===== src/rtl/cfg_strap_pkg.sv =====
package cfg_strap_pkg;
  localparam int unsigned PIN_LO    = 3;
  localparam int unsigned PIN_N     = 6;
  localparam int unsigned HI_OFS    = 14;
  localparam int unsigned ADDR_W    = 23;
  localparam int unsigned OE_DLY    = 4;
  localparam int unsigned RETRY_IDX = 0;
  localparam int unsigned STEST_IDX = 1;
  localparam int unsigned HOLD_IDX  = 3;
  localparam int unsigned CLR_HOLD  = 0;
  localparam int unsigned CLR_RETRY = 1;

  typedef struct packed {
    logic stest;
    logic retry;
    logic hold;
  } strap_stat_t;
endpackage


===== src/rtl/strap_capture.sv =====
module strap_capture
  import cfg_strap_pkg::*;
(
  input  logic             clk_i,
  input  logic             rst_ni,
  input  logic [PIN_N-1:0] pin_i,
  output logic             sample_o,
  output logic             stest_o
);
  logic armed_q, stest_q;

  always_ff @(posedge clk_i or negedge rst_ni) begin
    if (!rst_ni) begin
      armed_q <= 1'b1;
      stest_q <= 1'b0;
    end else if (armed_q) begin
      armed_q <= 1'b0;
      stest_q <= pin_i[STEST_IDX];
    end
  end

  assign sample_o = armed_q;
  assign stest_o  = stest_q;


  stest_hold_chk: assert property (@(posedge clk_i) disable iff (!rst_ni)
    !armed_q |=> $stable(stest_q));
endmodule


===== src/rtl/sticky_flag.sv =====
module sticky_flag (
  input  logic clk_i,
  input  logic rst_ni,
  input  logic load_i,
  input  logic strap_i,
  input  logic clr_i,
  output logic flag_o
);
  logic flag_q;

  // sampling edge wins over a same-cycle clear
  always_ff @(posedge clk_i or negedge rst_ni) begin
    if (!rst_ni)     flag_q <= 1'b0;
    else if (load_i) flag_q <= strap_i;
    else if (clr_i)  flag_q <= 1'b0;
  end

  assign flag_o = flag_q;


  clr_takes_chk: assert property (@(posedge clk_i) disable iff (!rst_ni)
    (clr_i && !load_i) |=> !flag_o);

  no_reset_chk: assert property (@(posedge clk_i) disable iff (!rst_ni)
    (!flag_o && !load_i) |=> !flag_o);

  keep_chk: assert property (@(posedge clk_i) disable iff (!rst_ni)
    (flag_o && !clr_i && !load_i) |=> flag_o);
endmodule


===== src/rtl/oe_timer.sv =====
module oe_timer #(
  parameter int unsigned DLY = 4,
  localparam int unsigned CW = $clog2(DLY + 1)
) (
  input  logic clk_i,
  input  logic rst_ni,
  input  logic start_i,
  output logic oe_o
);
  logic [CW-1:0] cnt_q;
  logic          oe_q;

  always_ff @(posedge clk_i or negedge rst_ni) begin
    if (!rst_ni) begin
      cnt_q <= '0;
      oe_q  <= 1'b0;
    end else begin
      if (start_i)
        cnt_q <= CW'(1);
      else if (cnt_q != '0 && cnt_q != CW'(DLY))
        cnt_q <= cnt_q + CW'(1);
      if (cnt_q == CW'(DLY))
        oe_q <= 1'b1;
    end
  end

  assign oe_o = oe_q;


  oe_sticky_chk: assert property (@(posedge clk_i) disable iff (!rst_ni)
    oe_q |=> oe_q);

  oe_late_chk: assert property (@(posedge clk_i) disable iff (!rst_ni)
    start_i |=> !oe_q);
endmodule


===== src/rtl/pin_addr_mux.sv =====
module pin_addr_mux
  import cfg_strap_pkg::*;
(
  input  logic [ADDR_W-1:0] addr_i,
  input  logic              hi_i,
  output logic [PIN_N-1:0]  pin_o
);
  for (genvar k = 0; k < PIN_N; k++) begin : g_pin
    assign pin_o[k] = hi_i ? addr_i[PIN_LO+HI_OFS+k] : addr_i[PIN_LO+k];
  end
endmodule


===== src/rtl/cfg_strap_sampler.sv =====
module cfg_strap_sampler
  import cfg_strap_pkg::*;
(
  input  logic              clk_i,
  input  logic              rst_ni,
  input  logic [PIN_N-1:0]  pin_i,
  input  logic [ADDR_W-1:0] addr_i,
  input  logic              addr_hi_i,
  output logic [PIN_N-1:0]  pin_o,
  output logic              pin_oe_o,
  output logic              core_hold_o,
  output logic              cfg_retry_o,
  output logic              self_test_o,
  input  logic              reg_wr_i,
  input  logic [1:0]        reg_clr_i,
  output logic [2:0]        reg_rdata_o
);
  logic        sample;
  strap_stat_t stat;

  strap_capture u_cap (
    .clk_i, .rst_ni, .pin_i,
    .sample_o(sample), .stest_o(stat.stest)
  );

  sticky_flag u_hold (
    .clk_i, .rst_ni, .load_i(sample), .strap_i(pin_i[HOLD_IDX]),
    .clr_i(reg_wr_i & reg_clr_i[CLR_HOLD]), .flag_o(stat.hold)
  );

  sticky_flag u_retry (
    .clk_i, .rst_ni, .load_i(sample), .strap_i(pin_i[RETRY_IDX]),
    .clr_i(reg_wr_i & reg_clr_i[CLR_RETRY]), .flag_o(stat.retry)
  );

  oe_timer #(.DLY(OE_DLY)) u_oe (
    .clk_i, .rst_ni, .start_i(sample), .oe_o(pin_oe_o)
  );

  pin_addr_mux u_mux (.addr_i, .hi_i(addr_hi_i), .pin_o);

  assign core_hold_o = stat.hold;
  assign cfg_retry_o = stat.retry;
  assign self_test_o = stat.stest;
  assign reg_rdata_o = stat;


  no_drive_armed_chk: assert property (@(posedge clk_i) disable iff (!rst_ni)
    sample |-> !pin_oe_o);

  rst_quiet_chk: assert property (@(posedge clk_i)
    !rst_ni |-> (!pin_oe_o && reg_rdata_o == 3'b000));
endmodule


===== config.mk =====
export PLATFORM = sky130hd
export DESIGN_NAME = cfg_strap_sampler
export DESIGN_NICKNAME = d
export VERILOG_FILES = /design/src/rtl/cfg_strap_pkg.sv /design/src/rtl/strap_capture.sv /design/src/rtl/sticky_flag.sv /design/src/rtl/oe_timer.sv /design/src/rtl/pin_addr_mux.sv /design/src/rtl/cfg_strap_sampler.sv
export SDC_FILE = /design/constraint.sdc
export NUM_CORES = 1
export LEC_CHECK = 0
export BUFFER_PORTS_ARGS = -buffer_cell sky130_fd_sc_hd__buf_2
export CORE_MARGIN = 3
export CORE_UTILIZATION = 33
export CTS_CLUSTER_DIAMETER = 40
export CTS_CLUSTER_SIZE = 16
export DETAILED_ROUTE_END_ITERATION = 10
export PLACE_DENSITY = 0.81
export SLEW_MARGIN = 20
export SYNTH_ARGS = -nofsm -noshare
export SYNTH_HDL_FRONTEND = slang
export SYNTH_SLANG_ARGS = --single-unit

===== constraint.sdc =====
create_clock -name clk_i -period 1.6 [get_ports clk_i]
set_clock_uncertainty 0.2 [all_clocks]
set_input_delay 0.08 -clock clk_i [delete_from_list [all_inputs] [get_ports clk_i]]
set_output_delay 0.08 -clock clk_i [all_outputs]
set_load 0.005 [all_outputs]

=== Yosys cells after proc, flatten, opt, wreduce, memory -nomap -nowiden ===
Cells that the tools add are included.

* $add $sub $neg: 1
* $mul: 0
* Div/mod/pow operators: 0
* $lt $le $gt $ge: 0
* Equality and inequality tests: 2
* Shift-type cells: 0
* Mux-type cells: 12
* Bitwise gates (word level): 2
* Reduce and logical (&&, ||, !) cells: 5

{| class="wikitable"
|+ Operator list
! kind !! count
|-
| $mux 1 || 10
|-
| $mux 3 || 2
|-
| $reduce_bool 2->1 || 3
|-
| $add 3x1->3 const B || 1
|-
| $eq 3x3->1 const B || 1
|-
| $ne 3x3->1 const B || 1
|-
| $reduce_bool 3->1 || 1
|-
| $and 1x1->1 || 2
|-
| $logic_and 1x1->1 || 1
|}

* Flip-flop bits (word level): 8
* Bits in latches: 0
* Bits in writable memories: 0
* Bits in read-only memories: 0
* Output and inout port bits: 13
* Logic and storage cells: 28
* Memories kept: 0

=== Depth between registers and ports, before layout ===
Gate-level depths: netlist (run 1).

* Depth after elaboration: 4
* Mapped depth: 4

=== Modules after synthesis ===
A second synthesis (run 1) with hierarchy kept.

* Cell total of the unflattened synthesis: 39
* Area, all modules: 483.0 um^2

{| class="wikitable"
|+ Modules (own cells, without submodules)
! module !! times used !! cells each !! area an instance (um^2) !! seq. area each (um^2)
|-
| oe_timer || 1 || 17 || 201.4 || 100.1
|-
| pin_addr_mux || 1 || 7 || 101.3 || 0.0
|-
| sticky_flag || 2 || 3 || 37.5 || 25.0
|-
| strap_capture || 1 || 4 || 70.1 || 51.3
|-
| cfg_strap_sampler || 1 || 5 || 35.0 || 0.0
|}

=== Worst setup path before layout (run 1) ===
No wires, ideal clock.

* Path type: reg2reg
* From: register u_oe.cnt_q[0]
* To: register u_oe.cnt_q[2]
* Data arrival time: 1.069 ns
* Setup slack: 0.206 ns
* Cell stages (with the launch flop): 5
* Path through: dfrtp_1 > inv_1 > ha_1 > nor2b_2 > mux2_4

* Word-level cells in the longest chain between the ends: 3

{| class="wikitable"
|+ RTL lines
! what !! line !! RTL
|-
| start: declaration || oe_timer.sv:10 || <nowiki>logic [CW-1:0] cnt_q;</nowiki>
|-
| start signal: assignment || oe_timer.sv:21 || <nowiki>cnt_q <= cnt_q + CW'(1);</nowiki>
|-
| $add 3x1->3 (tied with other cells) || oe_timer.sv:21 ||
|-
| $mux 3 or $logic_and 1x1->1 (tied branches) || oe_timer.sv:20 || <nowiki>else if (cnt_q != '0 && cnt_q != CW'(DLY))</nowiki>
|-
| $mux 3 or $reduce_bool 2->1 (tied branches) || - ||
|}

Parallel ways exist; a longest one is shown, timed or not. The select of a mux whose other input is x is not followed.
A chain may end at the register's enable or synchronous reset.

=== Worst setup path in the final report (run 1) ===
* From: register u_cap.armed_q (netlist: u_cap.sample_o)
* To: register u_retry.flag_q (netlist: u_retry.flag_o)

* Word-level cells in the longest chain between the ends: 1

{| class="wikitable"
|+ RTL lines
! what !! line !! RTL
|-
| start: declaration || strap_capture.sv:10 || <nowiki>logic armed_q, stest_q;</nowiki>
|-
| start signal: assignment || strap_capture.sv:14 || <nowiki>armed_q <= 1'b1;</nowiki>
|-
| start signal: assignment || strap_capture.sv:17 || <nowiki>armed_q <= 1'b0;</nowiki>
|-
| $mux 1 or $reduce_bool 2->1 (tied branches) || - ||
|-
| end signal: assignment || sticky_flag.sv:14 || <nowiki>else if (load_i) flag_q <= strap_i;</nowiki>
|-
| end: declaration || sticky_flag.sv:9 || <nowiki>logic flag_q;</nowiki>
|}

Parallel ways exist; a longest one is shown, timed or not.

==> flow_metrics.env, run 1 <==
export IMPL_synthFlopType="dfrtp_1"
export IMPL_syn_inst=40
export IMPL_dr_total_vias=415
export IMPL_cp_data_required_time_ns=1.54
export IMPL_cts_tree="built"
export IMPL_rsz0062_at_grt="false"
export IMPL_ff2ff_path_depth=2
export IMPL_fin_hold_ws_ns=0.129
export IMPL_total_leakage_power_nw=0.388
export IMPL_path_class="reg -> reg"
export IMPL_area_growth_synth_to_final_pct=57.2
export IMPL_start_util_pct=38.4
export IMPL_coreArea_um2=1200
export IMPL_drtPass1Iterations=4
export IMPL_post_route_period_util_pct=98.4
export IMPL_worst_path_max_fanout=7
export IMPL_grt_max_degree=10
export IMPL_peakVddDrop_v=0.000710
export IMPL_avgSynthCellArea_um2=11.5
export IMPL_p_per_area_nw_per_um2=1020
export IMPL_finalNonFillerCells=95
export IMPL_hold_class="in -> async"
export IMPL_die_area_um2=1880
export IMPL_ys_seq_elements=8
export IMPL_die_h_um=43.4
export IMPL_clock_latency_ns=0.24
export IMPL_cts_made_buffers=3
export IMPL_worst_ep_arrival_time_ns=1.51
export IMPL_cts_resized_gates=0
export IMPL_clkSinkCount=8
export IMPL_r2r_start="u_cap.sample_o"
export IMPL_yosysTopAreaCellShare_pct=37.9
export IMPL_dr_first_iter_drc_count=4
export IMPL_slew_viol_final=0
export IMPL_portBuffers=33
export IMPL_setup_viol=0
export IMPL_syn_area_um2=462
export IMPL_outcome="finished clean"
export IMPL_antenna_cells=0
export IMPL_routabilityCongestion=0.672
export IMPL_synth_area_leaders="dfrtp_1, mux2_2, mux2_4"
export IMPL_post_dp_hpwl_um=842
export IMPL_maxCapViolations=0
export IMPL_seq_area_frac_synth_pct=43.6
export IMPL_synth_distinct_cells=20
export IMPL_synth_nets=77
export IMPL_hold_viol=0
export IMPL_async_flop_share_pct=100
export IMPL_grt_pass1_vias=442
export IMPL_clkTransAtPathRegs_ns=0.06
export IMPL_die_width_um=43.4
export IMPL_fmax_ghz=0.635
export IMPL_routed_wl_mm=1.23
export IMPL_grt_first_pass_wirelength_mm=2.03
export IMPL_drt_vias_per_instance=4.37
export IMPL_nNetsFinal=119
export IMPL_drive_gt1_share_pct=59.3
export IMPL_antenna_found_initial=0
export IMPL_fin_tns_setup_ns=0
export IMPL_r2r_setup_slack_ns=0.03
export IMPL_yosysTopAreaCell="dfrtp_1"
export IMPL_avgRoutedWirePerCell_um=13.0
export IMPL_dp_cells=82
export IMPL_boundaryPins=48
export IMPL_regToRegEndpoint="u_retry.flag_o"
export IMPL_grt_usage_pct=14.8
export IMPL_gr_total_overflow=0
export IMPL_row_count=12
export IMPL_startpoint_type="flip-flop"
export IMPL_yosys_warnings=0
export IMPL_end_kind="flip-flop"
export IMPL_ant_nets=0
export IMPL_fin_crit_ns=1.57
export IMPL_clock_path_buffers=2
export IMPL_drc=0
export IMPL_synth_common_cells="dfrtp_1, mux2_2, buf_4"
export IMPL_synth_edf_count=0
export IMPL_cts_root_buf="clkbuf_4"
export IMPL_synthMostInstantiatedCell="dfrtp_1"
export IMPL_htree_levels=1
## sequential cells by signal (all words and copies together), names as in the netlist
name            cells
u_retry.flag_o      1
u_oe.cnt_q          3
u_oe.oe_o           1
u_hold.flag_o       1
u_cap.sample_o      1
u_cap.stest_o       1
## cells in the final DEF (no fill, tap or decap)
cell	count
buf_2	33
nand2b_1	1
a21bo_2	2
a21o_2	1
nor2b_2	1
nor2_1	2
nor2b_1	1
xor2_1	1
inv_1	2
mux2_1	2
o21ai_0	2
clkbuf_1	1
clkbuf_4	3
dfrtp_1	7
mux2i_1	1
mux2_4	2
dfstp_2	1
dlygate4sd3_1	8
ha_1	2
nand2_1	2
mux2_2	4
conb_1	1
buf_4	1
## what timing repair did
item                                    CTS  global route
hold buffers                              8             0
endpoints found under the setup margin    0             2
hold endpoints to repair                 11             0
setup buffers                             0             1
## metal layers
layer  vias to the layer above  wire, um  track usage (%)
li1                        210         -                -
met1                       197       429             15.7
met2                         4       754             27.7
met3                         4        17             3.73
met4                         0        30             5.42
met5                         -         0                0
## kinds of logic (layout without fill, tap and decap cells)
kind of cell    Yosys count  after routing  synth area share, %
compound gates            5              5                 8.40
buf+inv                   7             48                 8.67
mux                       9              9                 23.3
flops                     8              8                 43.6
xor+xnor                  1              1                 1.90
other cells               1              1                0.812
simple gates              7              7                 7.86
fa+ha+maj                 2              2                 5.42
## critical path, cell delays in order, from the launching register on
cell           delay, ns
dfstp_2             0.59
o21ai_0             0.11
dlygate4sd3_1       0.56
## power breakdown
part,total [W],switching [W],leakage [nW],internal (W)
registers,0.000299,0.0000400,0.0947,0.000259
clock network,0.000161,0.0000657,0.0150,0.0000952
logic,0.000279,0.000113,0.279,0.000165
total,0.000738,0.000219,0.388,0.000519
## worst max-delay path by stage
stage                     end  slack, ns      startpoint
5_1_grt         u_hold.flag_o      0.002   u_hold.flag_o
6_report       u_retry.flag_o       0.03  u_cap.sample_o
2_1_floorplan   u_oe.cnt_q[2]       0.21   u_oe.cnt_q[0]
3_5_place_dp    u_oe.cnt_q[2]       0.14   u_oe.cnt_q[0]
3_3_place_gp    u_oe.cnt_q[2]       0.17   u_oe.cnt_q[0]
4_1_cts         u_hold.flag_o       0.03  u_cap.sample_o
## final cells by class
| type | count | area [um^2] |
|---|---|---|
| Sequential cell | 8 | 201 |
| Clock buffer | 4 | 26.3 |
| Timing Repair Buffer | 42 | 253 |
| Inverter | 2 | 7.51 |
| Tap cell | 14 | 17.5 |
| Fill cell | 104 | 475 |
| Multi-Input combinational cell | 25 | 220 |
## through the flow
step	area [um^2]	worst slack, ns	power, W	util, %
floorplan	462	0.206	0.000479	-
global placement	612	0.166	0.000549	50.9
detailed placement	612	0.136	0.000564	50.9
CTS	718	0.0265	0.000751	59.8
global route	726	0.00223	0.000811	60.4
finish	726	0.0262	0.000738	60.4
(Power assumes the default switching activity.)
==> inputs of run 2 (changes only) <==
- REMOVE_ABC_BUFFERS: unset -> 1
- SKIP_CTS_REPAIR_TIMING: unset -> 1
==> flow_metrics.env, run 2 (same netlist as run 1, synthesis figures left out) <==
export IMPL_worstPathCellList="inv_1 > ha_1 > nor2b_2 > mux2_4"
export IMPL_final_common_cell="buf_2"
export IMPL_routabilityCongestion=0.755
export IMPL_cts_tree="built"
export IMPL_grt_max_degree=10
export IMPL_ant_nets=0
export IMPL_row_count=12
export IMPL_drtPass1Iterations=2
export IMPL_fin_tns_setup_ns=0
export IMPL_fin_hold_ws_ns=0.116
export IMPL_routed_wl_mm=1.07
export IMPL_largest_reg_flops=3
export IMPL_antenna_found_initial=0
export IMPL_r2r_setup_slack_ns=0.12
export IMPL_clkSinkCount=8
export IMPL_drive_gt1_share_pct=58.8
export IMPL_peakVddDrop_v=0.000532
export IMPL_final_cell_mix="buf_2, dlygate4sd3_1, dfrtp_1"
export IMPL_clock_latency_ns=0.26
export IMPL_clkTransAtPathRegs_ns=0.06
export IMPL_critPathBufInv=1
export IMPL_avgRoutedWirePerCell_um=11.4
export IMPL_drc=0
export IMPL_nNetsFinal=118
export IMPL_portBuffers=33
export IMPL_worst_path_max_fanout=4
export IMPL_die_area_um2=1880
export IMPL_coreArea_um2=1200
export IMPL_hold_viol=0
export IMPL_post_route_period_util_pct=92.6
export IMPL_slew_viol_final=0
export IMPL_grt_first_pass_wirelength_mm=1.48
export IMPL_cts_made_buffers=3
export IMPL_startpoint_type="flip-flop"
export IMPL_cts_root_buf="clkbuf_4"
export IMPL_path_class="reg -> reg"
export IMPL_total_leakage_power_nw=0.382
export IMPL_outcome="finished clean"
export IMPL_antenna_cells=0
export IMPL_clock_path_buffers=2
export IMPL_drt_vias_per_instance=4.46
export IMPL_gr_total_overflow=0
export IMPL_cp_data_required_time_ns=1.54
export IMPL_rsz0062_at_grt="false"
export IMPL_die_width_um=43.4
export IMPL_finalPower_w=0.000745
export IMPL_worst_ep_arrival_time_ns=1.42
export IMPL_slowest_delay_ns=0.40
export IMPL_largest_register="u_oe.cnt_q"
export IMPL_dr_total_vias=419
export IMPL_fin_crit_ns=1.48
export IMPL_start_util_pct=38.4
export IMPL_p_per_area_nw_per_um2=1040
export IMPL_crit_slowest_cell="dfrtp_1"
export IMPL_setup_viol=0
export IMPL_critPathTopFamily="flip-flops"
export IMPL_hold_class="in -> async"
export IMPL_grt_usage_pct=11.0
export IMPL_dr_first_iter_drc_count=2
export IMPL_boundaryPins=48
export IMPL_die_h_um=43.4
export IMPL_end_kind="flip-flop"
export IMPL_grt_pass1_vias=362
export IMPL_htree_levels=1
export IMPL_maxCapViolations=0
export IMPL_fmax_ghz=0.675
export IMPL_fin_util_pct=59.8
export IMPL_area_growth_synth_to_final_pct=55.6
## run 2: final timing paths
check                                 endpoint           from  cells past startpoint
max in group asynchronous        u_hold.flag_o         rst_ni                      3
min in group clk_i                    pin_o[1]      addr_i[4]                      3
worst max register to register   u_oe.cnt_q[2]  u_oe.cnt_q[0]                      4
worst min-delay path            u_cap.sample_o         rst_ni                      2
worst max-delay path             u_oe.cnt_q[2]  u_oe.cnt_q[0]                      4
worst min register to register       u_oe.oe_o      u_oe.oe_o                      1
## run 2: layer usage
metal | track usage, % | vias up | wire length (um)
li1 | - | 205 | -
met1 | 11.4 | 184 | 363
met2 | 18.0 | 27 | 560
met3 | 3.32 | 3 | 120
met4 | 9.04 | 0 | 23
met5 | 0 | - | 0
## run 2: final cells by class
cell class	instances	area (um^2)
well taps	14	17.5
inverters	2	7.51
flip-flops and latches	8	201
repair buffers	41	245
fillers	108	483
clock buffers	4	26.3
multi-input cells	25	220
## run 2: power breakdown
group          switching (W)  internal, W  leakage, nW
Combinational       0.000108     0.000164        0.272
Sequential         0.0000440     0.000259       0.0947
Clock              0.0000743    0.0000958       0.0150
## run 2: through the flow
stage / instance area (um^2) / instances / setup slack (ns)
6_report: 718 / 94 / 0.119
2_1_floorplan: 429 / 35 / 0.206
3_3_place_gp: 612 / 82 / 0.161
5_1_grt: 718 / 94 / 0.0796
4_1_cts: 638 / 86 / 0.107
3_5_place_dp: 612 / 82 / 0.123
